**src/rtl/rxr_pkg.sv**
```systemverilog
package rxr_pkg;

   typedef enum logic [2:0] {
      ST_HALT,
      ST_PEEK,
      ST_JUDGE,
      ST_ARMED,
      ST_FILL,
      ST_LEN_HI,
      ST_LEN_LO,
      ST_CLOSE
   } rxr_state_e;

   localparam int         DESC_BYTES = 8;
   localparam logic [2:0] OFS_FLAG   = 3'd2;
   localparam logic [2:0] OFS_CNT_HI = 3'd6;
   localparam logic [2:0] OFS_CNT_LO = 3'd7;
   localparam logic [7:0] FLAG_OWNED = 8'h80;
   localparam logic [7:0] FLAG_DONE  = 8'h03;

endpackage

```
**src/rtl/rxr_qualify.sv**
```systemverilog
module rxr_qualify #(
   parameter bit EXACT_OWN = 1'b1
) (
   input  logic [7:0] flag_byte,
   output logic       usable
);

   generate
      if (EXACT_OWN) begin : g_exact
         // only the pure ownership value counts; any other flag set disqualifies
         assign usable = (flag_byte == rxr_pkg::FLAG_OWNED);
      end else begin : g_own_bit
         assign usable = flag_byte[7];
      end
   endgenerate

endmodule

```
**src/rtl/rxr_scan.sv**
```systemverilog
module rxr_scan #(
   parameter  int RING_N = 16,
   localparam int IDX_W  = $clog2(RING_N)
) (
   input  logic             clk,
   input  logic             rst_n,
   input  logic             restart,
   input  logic             step,
   input  logic             latch,
   input  logic             advance,
   output logic [IDX_W-1:0] probe_idx,
   output logic [IDX_W-1:0] cand_idx,
   output logic             probe_final
);

   logic [IDX_W-1:0] ring_ptr;
   logic [IDX_W-1:0] hop;

   // index arithmetic wraps by itself because RING_N is a power of two
   assign probe_idx   = ring_ptr + hop;
   assign probe_final = (hop == IDX_W'(RING_N - 2));

   always_ff @(posedge clk) begin
      if (!rst_n) begin
         ring_ptr <= '0;
         hop      <= '0;
         cand_idx <= '0;
      end else begin
         if (restart)
            hop <= '0;
         else if (step)
            hop <= hop + 1'b1;
         if (latch)
            cand_idx <= probe_idx;
         if (advance)
            ring_ptr <= ring_ptr + 1'b1;
      end
   end

endmodule

```
**src/rtl/rxr_fill.sv**
```systemverilog
module rxr_fill #(
   parameter  int BUF_BYTES = 1544,
   localparam int CNT_W     = $clog2(BUF_BYTES + 1)
) (
   input  logic             clk,
   input  logic             rst_n,
   input  logic             clear,
   input  logic             take,
   output logic [CNT_W-1:0] count,
   output logic             room
);

   assign room = (count < CNT_W'(BUF_BYTES));

   always_ff @(posedge clk) begin
      if (!rst_n)
         count <= '0;
      else if (clear)
         count <= '0;
      else if (take && room)
         count <= count + 1'b1;
   end

endmodule

```
**src/rtl/rxr_addr.sv**
```systemverilog
module rxr_addr #(
   parameter  int RING_N     = 16,
   parameter  int BUF_BYTES  = 1544,
   localparam int IDX_W      = $clog2(RING_N),
   localparam int CNT_W      = $clog2(BUF_BYTES + 1),
   localparam int RING_BYTES = RING_N * rxr_pkg::DESC_BYTES,
   localparam int ADDR_W     = $clog2(RING_BYTES + RING_N * BUF_BYTES)
) (
   input  logic              to_buf,
   input  logic [IDX_W-1:0]  idx,
   input  logic [2:0]        ofs,
   input  logic [CNT_W-1:0]  cnt,
   output logic [ADDR_W-1:0] addr
);

   localparam bit BUF_POW2 = ((BUF_BYTES & (BUF_BYTES - 1)) == 0);

   logic [ADDR_W-1:0] desc_addr;
   logic [ADDR_W-1:0] slot_base;

   assign desc_addr = ADDR_W'({idx, ofs});

   generate
      if (BUF_POW2) begin : g_shift
         assign slot_base = ADDR_W'(idx) << $clog2(BUF_BYTES);
      end else begin : g_mult
         assign slot_base = ADDR_W'(idx) * ADDR_W'(BUF_BYTES);
      end
   endgenerate

   assign addr = to_buf ? (ADDR_W'(RING_BYTES) + slot_base + ADDR_W'(cnt))
                        : desc_addr;

endmodule

```
**src/rtl/rx_ring_engine.sv**
```systemverilog
module rx_ring_engine #(
   parameter  int RING_N     = 16,
   parameter  int BUF_BYTES  = 1544,
   parameter  bit EXACT_OWN  = 1'b1,
   localparam int IDX_W      = $clog2(RING_N),
   localparam int CNT_W      = $clog2(BUF_BYTES + 1),
   localparam int RING_BYTES = RING_N * rxr_pkg::DESC_BYTES,
   localparam int ADDR_W     = $clog2(RING_BYTES + RING_N * BUF_BYTES)
) (
   input  logic              clk,
   input  logic              rst_n,
   input  logic              run,
   input  logic              in_valid,
   input  logic [7:0]        in_data,
   input  logic              in_last,
   output logic              rx_ready,
   output logic              mem_re,
   output logic              mem_we,
   output logic [ADDR_W-1:0] mem_addr,
   output logic [7:0]        mem_wdata,
   input  logic [7:0]        mem_rdata,
   output logic              rx_irq,
   output logic              rx_miss
);

   import rxr_pkg::*;

   generate
      if (RING_N < 2 || (RING_N & (RING_N - 1)) != 0) begin : g_bad_ring
         $error("rx_ring_engine: RING_N must be a power of two, at least 2");
      end
      if (BUF_BYTES < 1 || BUF_BYTES > 65535) begin : g_bad_buf
         $error("rx_ring_engine: BUF_BYTES must fit the 16-bit count field");
      end
   endgenerate

   rxr_state_e       state, state_d;
   logic             drop_q, drop_d;
   logic             scan_restart, scan_step, scan_latch, scan_adv;
   logic             fill_clear, fill_take, fill_room;
   logic [CNT_W-1:0] fill_cnt;
   logic [15:0]      cnt16;
   logic [IDX_W-1:0] probe_idx, cand_idx, addr_idx;
   logic             probe_final, probe_hit;
   logic             frame_open, frame_start, take_first;
   logic             addr_buf;
   logic [2:0]       addr_ofs;

   rxr_scan #(.RING_N(RING_N)) u_scan (
      .clk         (clk),
      .rst_n       (rst_n),
      .restart     (scan_restart),
      .step        (scan_step),
      .latch       (scan_latch),
      .advance     (scan_adv),
      .probe_idx   (probe_idx),
      .cand_idx    (cand_idx),
      .probe_final (probe_final)
   );

   rxr_qualify #(.EXACT_OWN(EXACT_OWN)) u_qual (
      .flag_byte (mem_rdata),
      .usable    (probe_hit)
   );

   rxr_fill #(.BUF_BYTES(BUF_BYTES)) u_fill (
      .clk   (clk),
      .rst_n (rst_n),
      .clear (fill_clear),
      .take  (fill_take),
      .count (fill_cnt),
      .room  (fill_room)
   );

   rxr_addr #(.RING_N(RING_N), .BUF_BYTES(BUF_BYTES)) u_addr (
      .to_buf (addr_buf),
      .idx    (addr_idx),
      .ofs    (addr_ofs),
      .cnt    (fill_cnt),
      .addr   (mem_addr)
   );

   assign cnt16 = 16'(fill_cnt);

   // frame framing: a frame is open while being stored or while being dropped
   assign frame_open  = (state == ST_FILL) || drop_q;
   assign frame_start = in_valid && !frame_open;
   assign take_first  = frame_start && (state == ST_ARMED) && run;
   assign rx_miss     = frame_start && run && (state != ST_ARMED);
   assign rx_ready    = (state == ST_ARMED) && run && !drop_q;

   always_comb begin
      if (drop_q)
         drop_d = !(in_valid && in_last);
      else
         drop_d = frame_start && !take_first && !in_last;
   end

   // sequencing
   always_comb begin
      state_d      = state;
      scan_restart = 1'b0;
      scan_step    = 1'b0;
      scan_latch   = 1'b0;
      scan_adv     = 1'b0;
      fill_clear   = 1'b0;
      unique case (state)
         ST_HALT: begin
            scan_restart = 1'b1;
            if (run)
               state_d = ST_PEEK;
         end
         ST_PEEK: begin
            state_d = run ? ST_JUDGE : ST_HALT;
         end
         ST_JUDGE: begin
            if (!run) begin
               state_d = ST_HALT;
            end else if (probe_hit) begin
               scan_latch = 1'b1;
               state_d    = ST_ARMED;
            end else if (probe_final) begin
               scan_restart = 1'b1;
               state_d      = ST_PEEK;
            end else begin
               scan_step = 1'b1;
               state_d   = ST_PEEK;
            end
         end
         ST_ARMED: begin
            if (take_first)
               state_d = in_last ? ST_LEN_HI : ST_FILL;
            else if (!run)
               state_d = ST_HALT;
         end
         ST_FILL: begin
            if (in_valid && in_last)
               state_d = ST_LEN_HI;
         end
         ST_LEN_HI: state_d = ST_LEN_LO;
         ST_LEN_LO: state_d = ST_CLOSE;
         ST_CLOSE: begin
            scan_adv     = 1'b1;
            scan_restart = 1'b1;
            fill_clear   = 1'b1;
            state_d      = run ? ST_PEEK : ST_HALT;
         end
         default: state_d = ST_HALT;
      endcase
   end

   // memory port steering
   always_comb begin
      mem_re    = 1'b0;
      mem_we    = 1'b0;
      mem_wdata = 8'h00;
      rx_irq    = 1'b0;
      fill_take = 1'b0;
      addr_buf  = 1'b0;
      addr_idx  = cand_idx;
      addr_ofs  = OFS_FLAG;
      unique case (state)
         ST_PEEK: begin
            mem_re   = 1'b1;
            addr_idx = probe_idx;
         end
         ST_ARMED: begin
            if (take_first) begin
               mem_we    = 1'b1;
               mem_wdata = in_data;
               addr_buf  = 1'b1;
               fill_take = 1'b1;
            end
         end
         ST_FILL: begin
            if (in_valid && fill_room) begin
               mem_we    = 1'b1;
               mem_wdata = in_data;
               addr_buf  = 1'b1;
               fill_take = 1'b1;
            end
         end
         ST_LEN_HI: begin
            mem_we    = 1'b1;
            mem_wdata = cnt16[15:8];
            addr_ofs  = OFS_CNT_HI;
         end
         ST_LEN_LO: begin
            mem_we    = 1'b1;
            mem_wdata = cnt16[7:0];
            addr_ofs  = OFS_CNT_LO;
         end
         ST_CLOSE: begin
            mem_we    = 1'b1;
            mem_wdata = FLAG_DONE;
            rx_irq    = 1'b1;
         end
         default: ;
      endcase
   end

   always_ff @(posedge clk) begin
      if (!rst_n) begin
         state  <= ST_HALT;
         drop_q <= 1'b0;
      end else begin
         state  <= state_d;
         drop_q <= drop_d;
      end
   end

endmodule

```
**config.mk**
```make
export PLATFORM = sky130hd
export DESIGN_NAME = rx_ring_engine
export DESIGN_NICKNAME = d
export VERILOG_FILES = /design/src/rtl/rxr_pkg.sv /design/src/rtl/rxr_qualify.sv /design/src/rtl/rxr_scan.sv /design/src/rtl/rxr_fill.sv /design/src/rtl/rxr_addr.sv /design/src/rtl/rx_ring_engine.sv
export SDC_FILE = /design/constraint.sdc
export NUM_CORES = 1
export LEC_CHECK = 0
export CAP_MARGIN = 10
export CORE_AREA = 3 3 84 62
export CTS_CLUSTER_SIZE = 28
export DETAILED_ROUTE_END_ITERATION = 7
export DIE_AREA = 0 0 87 65
export DONT_BUFFER_PORTS = 1
export PLACE_DENSITY = 0.74
export SETUP_SLACK_MARGIN = 0.1
export SYNTH_ARGS = -nofsm -noshare
export SYNTH_HDL_FRONTEND = slang
export SYNTH_HIERARCHICAL = 1
export SYNTH_SLANG_ARGS = --single-unit
```
**constraint.sdc**
```tcl
create_clock -name clk -period 2.97 [get_ports clk]
set_input_delay 0.1485 -clock clk [delete_from_list [all_inputs] [get_ports clk]]
set_output_delay 0.1485 -clock clk [all_outputs]
set_load 0.005 [all_outputs]
```
==> run summary <==
Status - finished, violations left
Violated checks - negative setup slack
Inserted Clock Buffers - 3
Layout area overhead - 29.0%
Post-Route Setup TNS - -3060 ps
Most frequent cells in the layout - 33 x buf_4, 23 x nor2_1, 23 x dfxtp_1
H-Tree Level Count - 1
Critical path class - reg -> out
Remaining Overflow, GRT - 0
CTS tree - yes
Post-synthesis simple-gate area fraction - 23.0%
Max Slew Vio Count - 0
# DRC - 0
Hold_ws - 15.0 ps
CTS max path bufs - 2
CTS sink cnt - 27
Largest net degree at the start of global routing - 21
HP Class - in -> reg
Layout cell share with drive strength beyond 1 - 33.8%
Die Wd - 87 microns
Net total in the final layout - 380
Dominant cells by area after synthesis - dfxtp_1 21%, ha_1 14%, xor2_1 3.8%
Post-Route WL - 7220 microns
Worst-margin pin slew - 892 ps
Synth Register Bits - 27
Global Route Usage Sum - 24.7%
Io pins - 49
Crit end category - output port
Mean Syn Cell Area - 8.58 sq um
Total of max-cap violations - 0
Final antenna-violating net count - 0
Synthesized cell area - 2550 sq um
EDFF count, synth - 0
Compound-Gate Fraction of Synth Area - 20.8%
Main flop type after synthesis - dfxtp_1
Final HPWL from detailed placement - 4930 microns
Die Span Y - 65 microns
DR vias/cell - 6.04
Synth unique cells - 67
Largest area contributor in the netlist - dfxtp_1
CORE AREA - 4380 sq um
Gate count after technology mapping - 297
Initial Util - 58.2%
Achievable Freq - 286 MHz
Async SR Flop Fraction - 0%
Startpoint types - flop
Commonest non-fill, non-tap cell in the layout - buf_4
Maximum vdd drop - 0.000188 V
Post-synthesis mux area share - 8.15%
I/O Buffers - 0
Post-synth net total - 348
First-pass GRT wire length - 11,000 microns
Ys Warns - 6
PwrDens - 203 nW/um^2
ANT cells - 0
Reg clk slew, reported paths - 100 ps
Top cell type's share of synthesized area - 21.2%
Root Buffer - clkbuf_8
Site row count - 20
Crit path arrival time - 3350 ps
Hold Fails Final Rpt - 0
Adder-cell share of the synthesized area - 15.3%
Via count - 2,312
Crit Path Max Fanout - 4
Xor and xnor area share after synthesis - 5.84%
Register area share after synthesis - 21.2%
WP data required - 2820 ps
Initial antenna violation count - 0
Largest family of logic cells by synthesized area - simple AND/OR/NAND/NOR gates
Final min period - 3490 ps
GP Congestion - 0.975
Final setup vio count - 9
Clock Latency Late Sink - 280 ps
Die area - 5660 sq um
Tightest slew margin relative to the limit - 40.0%
Routed length per placed instance - 18.8 microns
Period utilisation layout - 118%
Post-route worst setup slack - -524 ps
DR pass1 iterations - 4
Setup Skew - 3.63 ps
RSZ-0062 raised after global routing - yes
Lkg Pwr - 1.34 nW
DR iter-0 viols - 119
Vias in the first global route - 2,182
## critical path, stage by stage, from the launching register on
cell      delay (ps)
dfxtp_4          370
ha_4             240
a21o_1           190
a21o_1           190
xor2_1           170
mux2_4           330
ha_4             280
inv_2             40
ha_4             230
ha_4             270
or4b_4           460
o211ai_1         210
o31ai_2          100
## flip-flops by register name, summed over array words and instances, names as in the netlist
name / cells
state: 3
u_scan/cand_idx: 4
u_fill/count: 11
u_scan/hop: 4
u_scan/ring_ptr: 4
drop_q: 1
## what timing repair did
item                       4_1_cts  5_1_grt
hold endpoints to repair         8        0
setup buffers                    6        6
setup endpoints to repair       10       10
pin swaps                       18       20
hold buffers                     1        0
gates resized for setup         25       12
## Yosys cell counts (3+ instances only)
library cell	count
a21o_1	6
or3_1	5
nor3_1	3
nor2b_1	7
xor2_1	11
a22o_1	8
nand2b_1	7
o21ai_0	11
dfxtp_1	27
nand2_1	21
mux2_2	6
nand4_1	3
ha_1	28
buf_2	6
and2_1	5
nand3_1	5
buf_6	3
mux2_4	4
nor2_1	24
inv_1	16
a21oi_1	13
mux2i_1	8
xnor2_1	6
nor4_1	4
a211oi_1	7
## cell families (layout without fill, tap and decap cells)
group	after synthesis	after routing
xor+xnor	17	17
simple gates	104	104
buf+inv	29	60
fa+ha+maj	30	30
other cells	1	1
flops	27	27
mux	18	18
compound gates	71	71
## final cells by class
cell class | count | area, sq um
clock buffers | 3 | 41.3
clock inverters | 1 | 6.26
fillers | 305 | 1090
inverters | 17 | 63.8
multi-input cells | 241 | 2230
flip-flops and latches | 27 | 551
well taps | 55 | 68.8
repair buffers | 39 | 323
## per-layer routing
metal | up-vias | routed length [microns] | global-route usage [%]
met3 | 7 | 304 | 4.57
met1 | 1112 | 3340 | 34.1
met5 | - | 0 | 0
met4 | 0 | 54 | 4.09
met2 | 49 | 3520 | 40.5
li1 | 1144 | - | -
## final timing paths
kind,start,to,slack (ps),cells past startpoint
setup / recovery,u_scan/hop[1],mem_addr[13],-520,12
hold / removal,rst_n,drop_q,20,1
setup reg to reg,u_fill/count[4],u_fill/count[6],480,8
hold reg to reg,u_scan/cand_idx[0],u_scan/cand_idx[0],550,2
## stage by stage
step	setup slack (ps)	instance area (sq um)	instances	util, %	power (mW)
6_report	-524	3290	383	75.0	0.668
5_1_grt	-643	3290	383	75.0	0.698
4_1_cts	-515	3180	378	72.5	0.671
3_5_place_dp	-199	2920	367	66.8	0.454
3_3_place_gp	-185	2920	367	66.8	0.452
2_1_floorplan	-101	2730	297	-	0.440
## power by group
part	switching [mW]	internal (mW)
sequential	0.00316	0.364
clock	0.123	0.0962
combinational	0.0465	0.0352
Power figures use the tool's default switching activity.
